<file path="src/rtl/wdog_pkg.sv">
package wdog_pkg;
  typedef enum logic [1:0] {
    ACT_NONE  = 2'd0,
    ACT_IRQ   = 2'd1,
    ACT_NMI   = 2'd2,
    ACT_RESET = 2'd3
  } wd_action_e;

  localparam int CTRL_OFS  = 0;
  localparam int TIMER_OFS = 4;
  localparam int CAUSE_BIT = 31;
endpackage

</file>
<file path="src/rtl/wdog_regs.sv">
module wdog_regs
  import wdog_pkg::*;
#(
  parameter int ADDR_W = 3,
  parameter int DATA_W = 32
) (
  input  logic              clk,
  input  logic              rst,
  input  logic [ADDR_W-1:0] addr,
  input  logic              wr_en,
  input  logic [DATA_W-1:0] wr_data,
  input  logic [DATA_W-1:0] cnt,
  input  logic              cause,
  output wd_action_e        action_o,
  output logic              timer_wr_o,
  output logic [DATA_W-1:0] timer_data_o,
  output logic              disarm_o,
  output logic [DATA_W-1:0] rd_data_o
);
  logic sel_ctrl, sel_tmr;
  logic [DATA_W-1:0] ctrl_word;

  assign sel_ctrl     = (addr == ADDR_W'(CTRL_OFS));
  assign sel_tmr      = (addr == ADDR_W'(TIMER_OFS));
  assign timer_wr_o   = wr_en && sel_tmr;
  assign timer_data_o = wr_data;
  assign disarm_o     = wr_en && sel_ctrl && (wr_data[1:0] == ACT_NONE);

  always_comb begin
    ctrl_word            = '0;
    ctrl_word[CAUSE_BIT] = cause;
    ctrl_word[1:0]       = action_o;
  end

  always_ff @(posedge clk) begin
    if (rst) begin
      action_o <= ACT_NONE;
    end else if (wr_en && sel_ctrl) begin
      action_o <= wd_action_e'(wr_data[1:0]);
    end
  end

  always_ff @(posedge clk) begin
    if (rst) begin
      rd_data_o <= '0;
    end else if (sel_ctrl) begin
      rd_data_o <= ctrl_word;
    end else if (sel_tmr) begin
      rd_data_o <= cnt;
    end else begin
      rd_data_o <= '0;
    end
  end
endmodule

</file>
<file path="src/rtl/wdog_counter.sv">
module wdog_counter #(
  parameter int CNT_W    = 32,
  parameter int LOAD_LAT = 2
) (
  input  logic             clk,
  input  logic             rst,
  input  logic             tick_en,
  input  logic             load_req,
  input  logic [CNT_W-1:0] load_val,
  output logic [CNT_W-1:0] cnt_o,
  output logic             load_now_o,
  output logic             expire_o
);
  logic [LOAD_LAT-1:0] stg_vld;
  logic [CNT_W-1:0]    stg_dat [LOAD_LAT];
  logic                busy, dec;

  always_ff @(posedge clk) begin
    if (rst) stg_vld[0] <= 1'b0;
    else     stg_vld[0] <= load_req;
    stg_dat[0] <= load_val;
  end

  for (genvar g = 1; g < LOAD_LAT; g++) begin : g_stage
    always_ff @(posedge clk) begin
      if (rst) stg_vld[g] <= 1'b0;
      else     stg_vld[g] <= stg_vld[g-1];
      stg_dat[g] <= stg_dat[g-1];
    end
  end

  assign busy       = |stg_vld;
  assign load_now_o = stg_vld[LOAD_LAT-1];
  assign dec        = tick_en && !busy && (cnt_o != '0);
  assign expire_o   = dec && (cnt_o == CNT_W'(1));

  always_ff @(posedge clk) begin
    if (rst) begin
      cnt_o <= '0;
    end else if (load_now_o) begin
      cnt_o <= stg_dat[LOAD_LAT-1];
    end else if (dec) begin
      cnt_o <= cnt_o - CNT_W'(1);
    end
  end
endmodule

</file>
<file path="src/rtl/wdog_action.sv">
module wdog_action
  import wdog_pkg::*;
#(
  parameter int RST_PULSE = 4
) (
  input  logic       clk,
  input  logic       rst,
  input  logic       por,
  input  logic       expire,
  input  wd_action_e action,
  input  logic       timer_wr,
  input  logic       disarm,
  output logic       irq_o,
  output logic       nmi_o,
  output logic       req_o,
  output logic       cause_o
);
  localparam int PW = $clog2(RST_PULSE + 1);

  logic [PW-1:0] pulse_cnt;
  logic          clr_lvl, fire_rst;

  assign clr_lvl  = timer_wr || disarm;
  assign fire_rst = expire && (action == ACT_RESET);

  always_ff @(posedge clk) begin
    if (rst) begin
      irq_o <= 1'b0;
      nmi_o <= 1'b0;
    end else if (clr_lvl) begin
      irq_o <= 1'b0;
      nmi_o <= 1'b0;
    end else if (expire) begin
      if (action == ACT_IRQ) irq_o <= 1'b1;
      if (action == ACT_NMI) nmi_o <= 1'b1;
    end
  end

  always_ff @(posedge clk) begin
    if (rst) begin
      pulse_cnt <= '0;
      req_o     <= 1'b0;
    end else if (fire_rst) begin
      pulse_cnt <= PW'(RST_PULSE);
      req_o     <= 1'b1;
    end else if (pulse_cnt > PW'(1)) begin
      pulse_cnt <= pulse_cnt - PW'(1);
    end else if (pulse_cnt == PW'(1)) begin
      pulse_cnt <= '0;
      req_o     <= 1'b0;
    end
  end

  always_ff @(posedge clk) begin
    if (por)           cause_o <= 1'b0;
    else if (fire_rst) cause_o <= 1'b1;
  end
endmodule

</file>
<file path="src/rtl/wdog_core.sv">
module wdog_core
  import wdog_pkg::*;
#(
  parameter int ADDR_W    = 3,
  parameter int DATA_W    = 32,
  parameter int LOAD_LAT  = 2,
  parameter int RST_PULSE = 4
) (
  input  logic              clk,
  input  logic              rst,
  input  logic              por,
  input  logic              tick_en,
  input  logic [ADDR_W-1:0] addr,
  input  logic              wr_en,
  input  logic [DATA_W-1:0] wr_data,
  output logic [DATA_W-1:0] rd_data,
  output logic              irq_o,
  output logic              nmi_o,
  output logic              chip_rst_req_o
);
  logic              rst_any;
  wd_action_e        action_w;
  logic              timer_wr_w, disarm_w, load_now_w, expire_w, cause_w;
  logic [DATA_W-1:0] timer_data_w, cnt_w;

  assign rst_any = rst || por;

  wdog_regs #(.ADDR_W(ADDR_W), .DATA_W(DATA_W)) u_regs (
    .clk(clk), .rst(rst_any), .addr(addr), .wr_en(wr_en), .wr_data(wr_data),
    .cnt(cnt_w), .cause(cause_w), .action_o(action_w), .timer_wr_o(timer_wr_w),
    .timer_data_o(timer_data_w), .disarm_o(disarm_w), .rd_data_o(rd_data)
  );

  wdog_counter #(.CNT_W(DATA_W), .LOAD_LAT(LOAD_LAT)) u_cnt (
    .clk(clk), .rst(rst_any), .tick_en(tick_en), .load_req(timer_wr_w),
    .load_val(timer_data_w), .cnt_o(cnt_w), .load_now_o(load_now_w),
    .expire_o(expire_w)
  );

  wdog_action #(.RST_PULSE(RST_PULSE)) u_act (
    .clk(clk), .rst(rst_any), .por(por), .expire(expire_w), .action(action_w),
    .timer_wr(timer_wr_w), .disarm(disarm_w), .irq_o(irq_o), .nmi_o(nmi_o),
    .req_o(chip_rst_req_o), .cause_o(cause_w)
  );
endmodule

</file>
<file path="config.mk">
export PLATFORM = sky130hd
export DESIGN_NAME = wdog_core
export DESIGN_NICKNAME = d
export VERILOG_FILES = /design/src/rtl/wdog_pkg.sv /design/src/rtl/wdog_regs.sv /design/src/rtl/wdog_counter.sv /design/src/rtl/wdog_action.sv /design/src/rtl/wdog_core.sv
export SDC_FILE = /design/constraint.sdc
export NUM_CORES = 1
export LEC_CHECK = 0
export BUFFER_PORTS_ARGS = -buffer_cell sky130_fd_sc_hd__buf_2
export CAP_MARGIN = 10
export CORE_MARGIN = 2
export CORE_UTILIZATION = 50
export CTS_CLUSTER_DIAMETER = 60
export DETAILED_ROUTE_END_ITERATION = 10
export PLACE_DENSITY = 0.8
export SETUP_SLACK_MARGIN = 0.15
export SLEW_MARGIN = 20
export SYNTH_ARGS = -nofsm -noshare
export SYNTH_HDL_FRONTEND = slang
export SYNTH_SLANG_ARGS = --single-unit
</file>
<file path="constraint.sdc">
create_clock -name clk -period 3.6 [get_ports clk]
set_clock_uncertainty 0.1 [all_clocks]
set_input_delay 0.36 -clock clk [delete_from_list [all_inputs] [get_ports clk]]
set_output_delay 0.36 -clock clk [all_outputs]
set_load 0.03 [all_outputs]
</file>
* Word-level counts from Yosys, hierarchy flattened
Memories as Yosys holds them, arrays and structs flattened.
Cells that the tools add are included.
** Storage, ports and cells
- Latch bits :: 0
- RAM bits :: 64
- Memories kept :: 1
- Output and inout bits :: 35
- Bits in registers :: 75
- Word-level logic and storage cells :: 58
- Memory bits (read-only) :: 0
** Cells by class
- Muxes and demuxes :: 10
- Divide/modulo/power cells :: 0
- Shift-type cells :: 0
- Add/subtract/negate cells :: 2
- Bitwise logic cells :: 1
- $mul :: 0
- Eq/ne operators :: 7
- Magnitude comparators :: 1
- Reduce and logical (&&, ||, !) cells :: 24
** Memories
- u_cnt.stg_dat :: depth 2, width 32, rd ports 2, clocked after Yosys merged registers in 0, write ports 2, RTL line wdog_counter.sv:15 : logic [CNT_W-1:0] stg_dat [LOAD_LAT];
** Operators with widths (number)
- 32-bit two-way mux :: 4
- 32-bit by 1-bit equality test with 1-bit output, second input constant :: 1
- 32-bit nonzero test :: 1
- 32-bit by 1-bit subtractor with 32-bit output, second input constant :: 1
- 3-bit two-way mux :: 3
- 1-bit logical AND :: 7
- 2-bit AND reduction :: 3
- 2-bit nonzero test :: 3
- 2-bit OR reduction :: 3
- 2-bit equality test, second input constant :: 2
- 3-bit by 1-bit equality test with 1-bit output, second input constant :: 1
- 3-bit equality test, second input constant :: 1
- 3-bit by 1-bit greater-than comparator with 1-bit output, second input constant :: 1
- 3-bit zero test :: 1
- 1-bit two-way mux :: 3
- 3-bit nonzero test :: 1
- 3-bit OR reduction :: 1
- 3-bit by 1-bit subtractor with 3-bit output, second input constant :: 1
- 2-bit by 1-bit equality test with 1-bit output, second input constant :: 1
- 2-bit zero test :: 1
- 1-bit logical OR :: 2
- 2-bit by 1-bit != test with 1-bit output, second input constant :: 1
- 1-bit zero test :: 1
- 1-bit inverter :: 1

* Depth between registers and ports, before layout
- Word-level depth :: 8
- Depth in mapped cells :: 9

* Modules after synthesis
A second synthesis with hierarchy kept.
** Unflattened totals
- Cell total of the unflattened synthesis :: 477
- Area, all modules :: 5073.6 µm²
** Modules (own cells, without submodules)
- wdog_counter :: instances 1, cells an instance 329, seq. area each 1961.9 µm², area each 3483.3 µm²
- wdog_regs :: instances 1, cells an instance 116, seq. area each 680.7 µm², area each 1295.0 µm²
- wdog_action :: instances 1, cells an instance 31, seq. area each 140.1 µm², area each 289.0 µm²
- wdog_core :: instances 1, cells an instance 1, seq. area each 0.0 µm², area each 6.3 µm²

* Worst setup path before layout
No wires, ideal clock.
- Kind :: flip-flop to flip-flop
- Start :: register u_cnt.cnt_o[0]
- End :: register u_cnt.cnt_o[0]
- Arrival :: 2.341 ns
- Path buffers :: 2
- Library setup time :: 0.129 ns
- Setup slack :: 1.030 ns
- Stages on the path, launching flop included :: 10
- Required time :: 3.371 ns
- Cell sequence :: dfxtp_1 -> inv_1 -> ha_1 -> or3b_2 -> or4_4 -> buf_6 -> o31ai_4 -> buf_6 -> xnor2_1 -> a21oi_2
** On the way
- Cells in the longest elaborated chain, start to end :: 3
- Elaborated cells between the ends (all ways) :: 6
- Those cells by class :: add/sub (1); mux (2); reduce/logical (3)
** RTL lines
- start, declared :: RTL line wdog_counter.sv:10 : output logic [CNT_W-1:0] cnt_o,
- start signal, assigned :: RTL line wdog_counter.sv:41 : cnt_o <= stg_dat[LOAD_LAT-1];
- start signal, assigned :: RTL line wdog_counter.sv:43 : cnt_o <= cnt_o - CNT_W'(1);
- 32-bit by 1-bit subtractor with 32-bit output or 32-bit nonzero test (tied branches) :: RTL line wdog_counter.sv:43, wdog_counter.sv:34
- 32-bit two-way mux or 1-bit logical AND (tied branches) :: RTL line wdog_counter.sv:42, wdog_counter.sv:34
- 32-bit two-way mux or 2-bit nonzero test (tied branches)
Parallel ways exist; a longest one is shown, timed or not. The select of a mux whose other input is x is not followed.
A chain may end at the register's enable or synchronous reset.

* Final worst setup path
- Start :: register u_cnt.cnt_o[0]
- End :: register u_act.pulse_cnt[0]
** On the way
- Cells in the longest elaborated chain, start to end :: 5
- Elaborated cells between the ends (all ways) :: 6
- Those cells by class :: eq/ne (1); reduce/logical (5)
** RTL lines
- 32-bit nonzero test :: RTL line wdog_counter.sv:34 : assign dec = tick_en && !busy && (cnt_o != '0);
- 1-bit logical AND :: RTL line wdog_counter.sv:34
- 1-bit logical AND (*) :: RTL line wdog_counter.sv:35 : assign expire_o = dec && (cnt_o == CNT_W'(1));
- 1-bit logical AND (*) :: RTL line wdog_action.sv:24 : assign fire_rst = expire && (action == ACT_RESET);
- 2-bit OR reduction (no line) (*)
- end signal, assigned :: RTL line wdog_action.sv:44 : pulse_cnt <= PW'(RST_PULSE);
- end signal, assigned :: RTL line wdog_action.sv:47 : pulse_cnt <= pulse_cnt - PW'(1);
- end, declared :: RTL line wdog_action.sv:20 : logic [PW-1:0] pulse_cnt;
Every way passes the cells marked *; elsewhere a longest branch is shown, timed or not.

==> results.md <==
- Status: completed
- Combinational family with the most area after synthesis: simple AND/OR/NAND/NOR gates
- P_leak: around 0.0025 uW
- Std cell rows: 35
- Maximum number of pins on one net before global-route repair: 32
- FF-to-FF path depth: 7
- GR Util All Layers: 22.4%
- Cell count after synthesis: about 440
- First element of the critical path: u_cnt.cnt_o[0]
- Initial Utilization: between 50% and 60%
- Largest fanout on the critical path: 6
- Met1 layer usage reported by global route: a little under a third
- Global-route wire length before repair: about 17 mm
- Type of the worst setup path: reg -> reg
- Share of async-settable or async-resettable flops after synthesis: 0%
- Detailed-placement wirelength estimate: 6.92 mm
- Largest buffer count on any clock path: 2
- DIE HEIGHT: slightly above 100 um
- Worst hold endpoint: u_regs.rd_data_o[1]
- Setup repair after global routing missed its margin: false
- Total wirelength of the detailed-routed design: 10.6 mm
- Residual antenna-violating net count after detailed routing: 0
- Routed len/inst: approximately 16 um
- Flop-to-flop setup slack: 0.55 ns
- Last weighted congestion value of the routability-driven placer: 0.944
- Final period util: between 80% and 90%
- Post-synth EDFFs: 0
- Total number of H-tree levels: 4
- Clock Pin Slew Worst Setup and Hold Paths: 0.06 ns
- Placeable core region: 0.00915 mm2
- Via total after detailed routing: 3638
- Setup crit start kind: flip-flop
- Die X-Extent: 101 um
- Vias in the first global route: ~3500
- Nets@finish: 593
- RR Startpoint: u_cnt.cnt_o[0]
- Share of final-layout standard cells stronger than drive strength 1: 22.0%
- MaxCap Viol Count: 0
- FMAX: around 0.33 GHz
- Clock latency on the worst-skew pair: between 0.5 and 0.6 ns
- Area delta synth->final: 28.5%
- Final worst hold slack: 0.0749 ns
- Destination of the worst register-to-register timing path: u_act.pulse_cnt[0]
- Adder-cell share of the synthesized area: 1.07%
- Count of state elements after synthesis: 139
- Clock tree root buffer cell: sky130_fd_sc_hd__clkbuf_8
- Vias per cell: 5.42
- Total congestion overflow after global routing: 0
- Number of design rule violations left after detail routing: 0
- Crit. End Element: flip-flop
- CTS Sinks: 139
- Total setup violations reported at the end of the flow: 0
- Number of I/O pins: 75
- Count of cells along the worst hold path: 4
- Highest-count cells in the layout ignoring fill and taps: sky130_fd_sc_hd__dfxtp_1 (139), sky130_fd_sc_hd__buf_2 (74), sky130_fd_sc_hd__dlygate4sd3_1 (34)
- Most utilized layer in the global route result: met2
- Synthesized area per cell: 10.6 um2
- Slew headroom: 23.3%
- Top-area cell type share of the netlist area: 59.7%
- Inserted Diodes: 0
- Synthesis Warnings: 0
- CTS tree: yes
- Portion of the post-synthesis area used by sequential elements: between 50 and 60%
- Detailed-routing iteration count for the pre-antenna-repair pass: 5
- Footprint of the multi-input gates: 0.00173 mm2
- Antenna violations before repair: 0
- Max-slew violations: 0
- Most used DFF post-synth: sky130_fd_sc_hd__dfxtp_1
- Total of buffers placed on input and output ports: 74
- Distinct cell type count after synthesis: 55
- Net count after synthesis: 483
- DRC violation total after the first TritonRoute iteration: 270
- Largest vdd supply drop: 651 uV
- Met3 layer usage reported by global route: 4.65%
- Arr. time, crit path: between 3 and 4 ns
- Most common library cell in the layout ignoring fill and taps: sky130_fd_sc_hd__dfxtp_1
- Actual slew at the worst max-slew pin: 1.15 ns
- Main area contributors after synthesis: sky130_fd_sc_hd__dfxtp_1 (60%), sky130_fd_sc_hd__and2_1 (4.3%), sky130_fd_sc_hd__a21oi_1 (2.5%)
- Minimum clock period after layout: 3.05 ns
- Area enclosed by the die boundary: just over 0.01 mm2
- Basic-gate share of the synthesized area counting and, or, nand and nor cells: a little under a fifth
- Post_cts resized: 0
- Cts hold-fix bufs: 34
- Hold_sp: addr[0]
- Post-Route Utilization: 65.5%
- Xor-xnor portion of the synthesized cell area: 1.50%
- Setup tns final: 0 ns
- Storage cell area: about 0.0028 mm2
- Netlist area before placement: 0.00466 mm2
- Endpoints failing hold: 0
- Global-route met2 utilization: 34.3%
- Class of the tightest hold or removal check: in -> reg
- Number of setup buffers added after CTS: 0
- Required time reported for the critical path endpoint: 3.89 ns
- TritonCTS Buffers: 17
- Post-synthesis compound-gate area fraction: 14.6%
- Proportion of synthesized area in mux cells: less than 1%
- Leading area contributor after synthesis: sky130_fd_sc_hd__dfxtp_1
- Fill cell count: 715
- PwrDens: 1070 mW/mm2
[power by group]
group          leakage (uW)  internal, uW  switching (uW)
Clock              0.000264           947             619
Sequential          0.00115          1730             238
Combinational       0.00106          1000            1850
Total               0.00247          3690            2710
[metrics by stage]
stage                     cells  setup slack (ns)  total power [uW]  cell area, um2
after CTS                   671             0.613              6350            5990
final                       671             0.550              6400            5990
after floorplan             439              1.03              4190            4660
after global routing        671             0.437              6780            5990
after global placement      607             0.658              4740            5110
after detailed placement    607             0.637              4740            5110
[critical path: stages, from the launching register on]
cell and delay, ns:
sky130_fd_sc_hd__dfxtp_1 0.40, sky130_fd_sc_hd__inv_1 0.09, sky130_fd_sc_hd__ha_1 0.24, sky130_fd_sc_hd__or4b_2 0.62, sky130_fd_sc_hd__or4_1 0.42, sky130_fd_sc_hd__nor4_1 0.53
sky130_fd_sc_hd__nand3_1 0.31, sky130_fd_sc_hd__nor3b_1 0.22
[worst max-delay path by stage]
stage,to,cells after the start,slack [ns]
2_1_floorplan,u_cnt.cnt_o[0],9,1.03
3_3_place_gp,u_act.pulse_cnt[1],5,0.66
4_1_cts,u_act.pulse_cnt[0],7,0.61
5_1_grt,u_cnt.cnt_o[3],7,0.44
3_5_place_dp,u_act.pulse_cnt[0],7,0.64
6_report,u_act.pulse_cnt[0],7,0.55
[final cells by class]
class	instances	share of cell area, %
clock inverter	9	1.52
clock buffer	21	7.50
timing repair buffer	113	12.5
multi-input combinational	265	28.9
sequential	139	46.4
inverter	13	0.815
tap	111	2.32
[per-layer routing]
| metal | up-vias | part of all wire (%) |
|---|---|---|
| li1 | 1810 | - |
| met1 | 1653 | 47 |
| met2 | 154 | 45 |
| met3 | 21 | 6.6 |
| met4 | 0 | 1.9 |
| met5 | - | 0 |
[Yosys cell counts (all sizes together), types with 9 or more instances]
cell type / count
inv: 13
o21ai: 21
a21oi: 24
a31oi: 16
clkbuf: 20
nand2: 26
nor4: 14
or4: 11
nor2: 19
and2: 32
or3: 9
dfxtp: 139
[kinds of logic after synthesis]
| kind of cell | count (synthesis) |
|---|---|
| xor+xnor | 8 |
| mux | 4 |
| fa+ha+maj | 4 |
| buf+inv | 35 |
| compound gates | 101 |
| simple gates | 148 |
| flops | 139 |
[registers in the layout, summed over array words and instances (netlist names)]
name and cells:
u_act.cause_o 1, u_act.irq_o 1, u_cnt.cnt_o 32, u_cnt.stg_vld 1, u_act.pulse_cnt 3, u_regs.rd_data_o 32
u_cnt.stg_dat 64, u_cnt.load_now_o 1, u_regs.action_o 2, u_act.req_o 1, u_act.nmi_o 1
No activity file was read; power rests on OpenSTA's default activity.
